==> src/rtl/bxi_pkg.sv <==
package bxi_pkg;
    parameter int XLEN   = 32;
    parameter int AW     = 24;
    parameter int NREG   = 16;
    parameter int RIDX_W = $clog2(NREG);

    typedef enum logic {
        VAR_HIGH = 1'b0,
        VAR_LOE  = 1'b1
    } variant_e;

    typedef struct packed {
        logic              busy;
        logic              done;
        variant_e          variant;
        logic [RIDX_W-1:0] r1;
        logic [XLEN-1:0]   op1;
        logic [XLEN-1:0]   inc;
        logic [XLEN-1:0]   cmp;
        logic [AW-1:0]     tgt;
        logic [AW-1:0]     seq;
        logic [AW-1:0]     next_ia;
    } state_t;
endpackage

==> src/rtl/bxi_regfile.sv <==
module bxi_regfile
    import bxi_pkg::*;
(
    input  logic              clk,
    input  logic              rst_n,
    input  logic [RIDX_W-1:0] ra_addr,
    output logic [XLEN-1:0]   ra_data,
    input  logic [RIDX_W-1:0] rb_addr,
    output logic [XLEN-1:0]   rb_data,
    input  logic [RIDX_W-1:0] rc_addr,
    output logic [XLEN-1:0]   rc_data,
    input  logic [RIDX_W-1:0] rt_addr,
    output logic [XLEN-1:0]   rt_data,
    input  logic              ux_we,
    input  logic [RIDX_W-1:0] ux_addr,
    input  logic [XLEN-1:0]   ux_data,
    input  logic              tw_we,
    input  logic [RIDX_W-1:0] tw_addr,
    input  logic [XLEN-1:0]   tw_data
);
    logic [XLEN-1:0] regs_q [NREG];

    assign ra_data = regs_q[ra_addr];
    assign rb_data = regs_q[rb_addr];
    assign rc_data = regs_q[rc_addr];
    assign rt_data = regs_q[rt_addr];

    // Unit write-back takes priority over the test port.
    for (genvar g = 0; g < NREG; g++) begin : g_reg
        always_ff @(posedge clk) begin
            if (!rst_n) begin
                regs_q[g] <= '0;
            end else if (ux_we && ux_addr == RIDX_W'(g)) begin
                regs_q[g] <= ux_data;
            end else if (tw_we && tw_addr == RIDX_W'(g)) begin
                regs_q[g] <= tw_data;
            end
        end
    end
endmodule

==> src/rtl/bxi_opsel.sv <==
module bxi_opsel
    import bxi_pkg::*;
(
    input  logic [RIDX_W-1:0] r3,
    output logic [RIDX_W-1:0] inc_idx,
    output logic [RIDX_W-1:0] cmp_idx
);
    // Even number: pair (r3, r3+1); odd number: r3 serves both roles.
    assign inc_idx = r3;
    assign cmp_idx = {r3[RIDX_W-1:1], 1'b1};
endmodule

==> src/rtl/bxi_decide.sv <==
module bxi_decide
    import bxi_pkg::*;
(
    input  variant_e        variant,
    input  logic [XLEN-1:0] op1,
    input  logic [XLEN-1:0] inc,
    input  logic [XLEN-1:0] cmp,
    output logic [XLEN-1:0] sum,
    output logic            taken
);
    logic high;

    always_comb begin
        sum   = op1 + inc;
        high  = $signed(sum) > $signed(cmp);
        taken = (variant == VAR_HIGH) ? high : !high;
    end
endmodule

==> src/rtl/bxi_unit.sv <==
module bxi_unit
    import bxi_pkg::*;
(
    input  logic              clk,
    input  logic              rst_n,
    input  logic              start_i,
    input  logic              variant_i,
    input  logic [RIDX_W-1:0] r1_i,
    input  logic [RIDX_W-1:0] r3_i,
    input  logic [AW-1:0]     target_i,
    input  logic [AW-1:0]     seq_ia_i,
    input  logic              tw_en_i,
    input  logic [RIDX_W-1:0] tw_addr_i,
    input  logic [XLEN-1:0]   tw_data_i,
    input  logic [RIDX_W-1:0] tr_addr_i,
    output logic [XLEN-1:0]   tr_data_o,
    output logic              busy_o,
    output logic              done_o,
    output logic [AW-1:0]     next_ia_o
);
    state_t st_d, st_q;

    logic [RIDX_W-1:0] inc_idx, cmp_idx;
    logic [XLEN-1:0]   op1_rd, inc_rd, cmp_rd;
    logic [XLEN-1:0]   sum;
    logic              taken;

    bxi_opsel u_opsel (
        .r3      (r3_i),
        .inc_idx (inc_idx),
        .cmp_idx (cmp_idx)
    );

    bxi_regfile u_rf (
        .clk     (clk),
        .rst_n   (rst_n),
        .ra_addr (r1_i),
        .ra_data (op1_rd),
        .rb_addr (inc_idx),
        .rb_data (inc_rd),
        .rc_addr (cmp_idx),
        .rc_data (cmp_rd),
        .rt_addr (tr_addr_i),
        .rt_data (tr_data_o),
        .ux_we   (st_q.busy),
        .ux_addr (st_q.r1),
        .ux_data (sum),
        .tw_we   (tw_en_i && !st_q.busy),
        .tw_addr (tw_addr_i),
        .tw_data (tw_data_i)
    );

    bxi_decide u_decide (
        .variant (st_q.variant),
        .op1     (st_q.op1),
        .inc     (st_q.inc),
        .cmp     (st_q.cmp),
        .sum     (sum),
        .taken   (taken)
    );

    always_comb begin
        st_d      = st_q;
        st_d.done = 1'b0;
        if (st_q.busy) begin
            st_d.busy    = 1'b0;
            st_d.done    = 1'b1;
            st_d.next_ia = taken ? st_q.tgt : st_q.seq;
        end else if (start_i) begin
            st_d.busy    = 1'b1;
            st_d.variant = variant_e'(variant_i);
            st_d.r1      = r1_i;
            st_d.op1     = op1_rd;
            st_d.inc     = inc_rd;
            st_d.cmp     = cmp_rd;
            st_d.tgt     = target_i;
            st_d.seq     = seq_ia_i;
        end
    end

    always_ff @(posedge clk) begin
        if (!rst_n) begin
            st_q <= '0;
        end else begin
            st_q <= st_d;
        end
    end

    assign busy_o    = st_q.busy;
    assign done_o    = st_q.done;
    assign next_ia_o = st_q.next_ia;
endmodule

==> config.mk <==
export PLATFORM = sky130hd
export DESIGN_NAME = bxi_unit
export DESIGN_NICKNAME = d
export VERILOG_FILES = /design/src/rtl/bxi_pkg.sv /design/src/rtl/bxi_regfile.sv /design/src/rtl/bxi_opsel.sv /design/src/rtl/bxi_decide.sv /design/src/rtl/bxi_unit.sv
export SDC_FILE = /design/constraint.sdc
export NUM_CORES = 2
export LEC_CHECK = 0
export ABC_AREA = 1
export BUFFER_PORTS_ARGS = -buffer_cell sky130_fd_sc_hd__buf_2
export CAP_MARGIN = 0
export CELL_PAD_IN_SITES_DETAIL_PLACEMENT = 2
export CELL_PAD_IN_SITES_GLOBAL_PLACEMENT = 2
export CORE_AREA = 2 2 378 380
export CTS_CLUSTER_DIAMETER = 150
export CTS_CLUSTER_SIZE = 8
export DETAILED_ROUTE_END_ITERATION = 8
export DIE_AREA = 0 0 380 382
export PLACE_DENSITY = 0.8
export SETUP_SLACK_MARGIN = 0.2
export SKIP_CTS_REPAIR_TIMING = 1
export SKIP_LAST_GASP = 1
export SYNTH_ARGS = -nofsm -noshare
export SYNTH_HDL_FRONTEND = slang
export SYNTH_SLANG_ARGS = --single-unit
==> constraint.sdc <==
create_clock -name clk -period 4.3 [get_ports clk]
set_input_delay 0.215 -clock clk [delete_from_list [all_inputs] [get_ports clk]]
set_output_delay 0.215 -clock clk [all_outputs]
set_load 0.05 [all_outputs]
**Word-level counts from Yosys, hierarchy flattened**

Memories as Yosys holds them, arrays and structs flattened. A register that Yosys moved wholly into a read port is not among the register bits.
Cells that the tools add are included.

- Bits in registers: 79
- Latch bits: 0
- RAM bits: 512
- Bits in read-only memories: 0
- Output and inout bits: 58
- Memories: 1

- $add $sub $neg: 1
- $mul: 0
- Divide/modulo/power cells: 0
- Magnitude comparators: 1
- Equal/unequal tests: 30
- Shift-type cells: 0
- Mux-type cells: 149
- Bitwise operators: 34
- Reduce and logical (&&, ||, !) cells: 42

Memories:

| memory | depth | width | rd ports | clocked after memory_dff | wr ports | line | text |
|---|---|---|---|---|---|---|---|
| u_rf.regs_q | 16 | 32 | 4 | 3 | 16 | bxi_regfile.sv:21 | `logic [XLEN-1:0] regs_q [NREG];` |

Operator list:

| kind | count |
|---|---|
| $mux W32 | 32 |
| $mux W1 | 116 |
| $eq A4 B4 Y1 const B | 16 |
| $logic_and A1 B1 Y1 | 33 |
| $add A32 B32 Y32 | 1 |
| $eq A4 B3 Y1 const B | 8 |
| $gt A32 B32 Y1 | 1 |
| $or A1 B1 Y1 | 32 |
| $mux W24 | 1 |
| $eq A4 B2 Y1 const B | 4 |
| $eq A4 B1 Y1 const B | 2 |
| $logic_not A4 Y1 | 2 |
| $logic_not A1 Y1 | 5 |
| $not A1 Y1 | 2 |
| $reduce_and A2 Y1 | 1 |
| $reduce_or A2 Y1 | 1 |

**Logic depth before layout (Yosys ltp)**

- Depth after elaboration: 8
- Gate-level depth with buffers: 32
- Mapped depth without buffers: 30

**By module**

A second synthesis with hierarchy kept.

- Cells, all modules: 8316
- Area, all modules: 52686.8 um^2

By module, submodules not included:

| module | times used | cells an instance | area an instance (um^2) | sequential area each (um^2) |
|---|---|---|---|---|
| bxi_regfile | 1 | 6646 | 42181.7 | 15374.7 |
| bxi_unit | 1 | 1198 | 7737.4 | 3503.4 |
| bxi_decide | 1 | 463 | 2703.8 | 0.0 |
| bxi_opsel | 1 | 9 | 63.8 | 0.0 |

**Least setup slack after synthesis**

OpenSTA, ideal clock, no wires.

- Path kind: reg-to-reg
- Start: register, netlist name st_q[104]
- End: register st_q (netlist bit next_ia_o[12])
- Library setup time: 0.114 ns
- Arrival time: 3.514 ns
- Setup slack: 0.673 ns
- Cell stages (with the launch flop): 30
- Path through: dfxtp_1 -> ha_1 -> inv_1 -> fa_1 -> inv_1 -> nand3_1 -> nand2_1 -> a21oi_2 -> o21bai_2 -> inv_1 -> o21ai_1 -> nand2_1 -> nand2_1 -> buf_4 -> inv_1 -> ha_1 -> nand2_1 -> nor3_1 -> nand2_1 -> nand2_1 -> nand2_1 -> nand2_1 -> nand2_1 -> nand3_1 -> nand2_2 -> nand2_2 -> buf_6 -> nand2_1 -> nand3_1 -> nand2_1

- Longest elaborated chain between the ends: 5

RTL lines:

| item | line | text |
|---|---|---|
| $add A32 B32 Y32 * | bxi_decide.sv:14 | `sum = op1 + inc;` |
| $gt A32 B32 Y1 * | bxi_decide.sv:15 | `high = $signed(sum) > $signed(cmp);` |
| $logic_not A1 Y1 | bxi_decide.sv:16 | `taken = (variant == VAR_HIGH) ? high : !high;` |
| $mux W1 * | bxi_decide.sv:16 |  |
| $mux W24 * | bxi_unit.sv:68 | `st_d.next_ia = taken ? st_q.tgt : st_q.seq;` |
| to (signal assigned) | bxi_unit.sv:85 | `st_q <= st_d;` |
| to (decl) | bxi_unit.sv:21 | `state_t st_d, st_q;` |

Mark *: on every way between the ends. The rest lies on a longest branch, timed or not.
A chain may end at the register's enable or synchronous reset.

**Worst setup path after layout**

- Start: register, netlist name st_q[110]
- End: register st_q (netlist bit next_ia_o[3])

- Longest elaborated chain between the ends: 5

RTL lines:

| item | line |
|---|---|
| $add A32 B32 Y32 * | bxi_decide.sv:14 |
| $gt A32 B32 Y1 * | bxi_decide.sv:15 |
| $logic_not A1 Y1 | bxi_decide.sv:16 |
| $mux W1 * | bxi_decide.sv:16 |
| $mux W24 * | bxi_unit.sv:68 |

Marks and branches as above.

==> results.md <==
- Outcome: finished with violations
- Violated checks: negative hold slack
- Placed instance area: roughly 0.047 mm²
- Layout area overhead: 16.5%
- Final Instance Area: roughly 0.051 mm²
- Grt total ovfl: 0
- Synth Cell Area: 0.0434 mm²
- GR Util All Layers: 34.3%
- Tcrit/Tclk final: a little over nine tenths
- DR iter-0 viols: between 6000 and 7000
- Arrival @ worst endpoint: between 4000 and 5000 ps
- Post-route insts no fill: 7624
- Layout cells sized above 1: between 10 and 15%
- Drt drc: 0
- Largest net degree at the start of global routing: 164
- H-tree depth: 3
- CP max FO: 9
- Slew HR: under 10%
- Final setup vio count: 0
- Die height: 382 µm
- Commonest non-fill, non-tap cell in the layout: o21ai_0
- Worst reg2reg path depth: 25
- Count of pins over their slew limit: 0
- Average size of a mapped cell: 7.69 µm²
- Final Hold Vio Count: 2
- WL/cell: ~34 µm
- Worst Hold Depth: 3
- Leading cell types in the layout, fill and taps excluded: o21ai_0 (832), nand2_1 (794), nor2_1 (565)
- Cells after Synth: approximately 5600
- Core region area: approximately 0.14 mm²
- CTS clock-pin slew for the worst setup and hold paths: ~60 ps
- Via-to-Cell Ratio: between 6 and 7
- Ys async rst share: 0%
- Gpl congestion: 0.961
- Vias: approximately 50000
- First-pass GRT wire length: between 300000 and 400000 µm
- YS warnings: 0
- Tmin final: 4080 ps
- Clock Sink Count: approximately 690
- Most common flop cell mapped by yosys: edfxtp_1
- Die area: 0.145 mm²
- Worst flop-to-flop path endpoint: next_ia_o[3]
- Number of synthesized register bits: slightly below 700
- CTS Buffer Depth: 3
- Row Count: between 100 and 150
- Routed WL: roughly 260000 µm
- WHS: -12.0 ps
- Num CTS Buffers: 95
- CTS tree: yes
- Leakage: just under 20 nW
- Worst hold start: tw_data_i[26]
- Max VDD drop: 0.287 mV
- Layout Skew: around 74 ps
- # port buffers: about 160
- Final setup margin: roughly 220 ps
- Fmax: around 0.25 GHz
- Pre-CTS WS: -180 ps
- Initial core utilization: between 30 and 40%
- Yosys cell types: 56
- Post-Place Cells: around 7400
- CP Capture Type: flop
- Hold EP: u_rf.regs_q[11][26]
- # nets final: between 5000 and 6000
- Number of synthesized flops with an enable pin: between 500 and 600
- Remaining antenna violation count: 0
- Synth Net Count: 5814
- Kind of critical path: flop to flop
- Register area share after synthesis: between 40% and 50%
- DP HPWL: around 160000 µm
- I/O pin cnt: approximately 160
- Max-Cap Viols: 0
- Number of fill cells in the layout: about 16000
- Initial antenna violation count: 19
- R2R setup slack: roughly 220 ps
- Pwr/cell area: 398 mW/mm²
- Required @ worst endpoint: 4910 ps
- R2R Path Start: st_q[110]
- Hold crit path type: primary input to flop
- Multi-input logic area: around 0.021 mm²
- Clock root buffer: clkbuf_16
- Skew-Pair Late Insertion Delay: 760 ps
- Sequential Area: about 0.019 mm²
- Least-Margin Pin Slew: around 1400 ps
- Die Width: roughly 380 µm
- DRT Pass-1 Iters: 6
- Startpoint type of the worst setup path: flop
- RSZ-0062 raised after global routing: yes
- Vias in the first global route: just over 50000
metal layers:
layer	wire length [µm]	part of all wire, %	GRT usage [%]
met1	97400	37	42.7
met2	115000	44	53.0
met5	126	0.048	0
met4	20600	7.9	23.6
met3	28800	11	7.42
power by group:
part | internal, mW | leakage (nW) | switching [mW]
Clock | 4.24 | 1.33 | 3.31
Combinational | 1.29 | 11.3 | 3.48
Sequential | 7.50 | 6.75 | 0.285
Total | 13.0 | 19.4 | 7.08
sequential cells by signal, summed over array words and instances (netlist names):
signal	count
u_rf.regs_q	512
st_q	149
done_o	1
busy_o	1
next_ia_o	24
synth_stat cells, types with 3 or more instances:
master	number	area, µm²
nor4_1	4	25.0
dfxtp_1	175	3500
nand2_2	16	100
a22o_1	16	140
o21ai_1	130	651
nor3_2	3	30.0
a311oi_1	57	499
o2111ai_1	5	43.8
or2_2	4	25.0
o211ai_1	119	893
o221ai_1	126	1100
nand4_1	7	43.8
buf_6	6	67.6
a21o_1	8	60.1
or2_1	10	62.6
a31oi_1	7	43.8
nand3_2	13	130
edfxtp_1	512	15400
nand2_1	818	3070
nor2_1	577	2170
inv_2	37	139
clkbuf_1	406	1520
nor3_1	10	50.1
nor2_2	13	81.3
a21oi_1	351	1760
and2_1	5	31.3
buf_2	59	295
ha_1	63	788
o311ai_1	10	87.6
buf_4	34	255
o21ai_0	834	4170
inv_1	407	1530
buf_1	50	188
o22ai_1	444	2780
a21oi_2	3	26.3
nand3_1	283	1420
layout make-up:
| class | count | area share [%] |
|---|---|---|
| inverters | 446 | 3.38 |
| flip-flops and latches | 687 | 37.3 |
| repair buffers | 457 | 7.12 |
| diodes | 9 | 0.0445 |
| multi-input cells | 3961 | 41.9 |
| clock inverters | 4 | 0.148 |
| well taps | 1890 | 4.67 |
| clock buffers | 170 | 5.38 |
metrics by stage:
| stage | hold WS, ps | total power [mW] | setup TNS (ps) | util (%) |
|---|---|---|---|---|
| after detailed placement | 453 | 12.2 | -1900 | 33.0 |
| after CTS | -268 | 19.6 | -4850 | 35.0 |
| after floorplan | 408 | 10.4 | 0 | - |
| after global routing | 33.4 | 20.6 | 0 | 35.9 |
| after global placement | 444 | 12.0 | 0 | 33.0 |
| final | -12.0 | 20.1 | 0 | 35.9 |
worst max-delay path by stage:
stage,start,endpoint,slack [ps]
floorplan,st_q[104],next_ia_o[12],670
global placement,st_q[106],next_ia_o[0],130
detailed placement,st_q[106],next_ia_o[4],-180
CTS,st_q[106],next_ia_o[4],-290
global route,st_q[111],next_ia_o[3],80
finish,st_q[110],next_ia_o[3],220
worst max-delay path, stage by stage (launching register included):
cell and delay [ps]:
dfxtp_1 340, ha_4 320, nand2_1 130, o21ai_2 220, a21oi_4 60, inv_2 60, nand2_1 60, nand2_2 130
nand4_1 280, nand2_1 180, nand2_1 80, and2_1 150, ha_1 310, a21oi_1 200, o21ai_0 160, nand2_1 100
nand2_1 90, nor2_4 140, nand2_2 80, nand2_4 120, nand3_2 120, nand2_4 160, buf_12 150, nand3_1 80
nand3_1 130, nand2_1 100
logic make-up after synthesis:
logic type	after synthesis	synth area share, %
adders and majority gates	64	1.86
xor gates and xnor gates	5	0.135
DFF	687	43.5
AOI/OAI and AO/OA	2125	28.5
buffers and inverters	1001	9.22
and+or+nand+nor	1767	16.8
No activity file was read; power rests on OpenSTA's default activity.
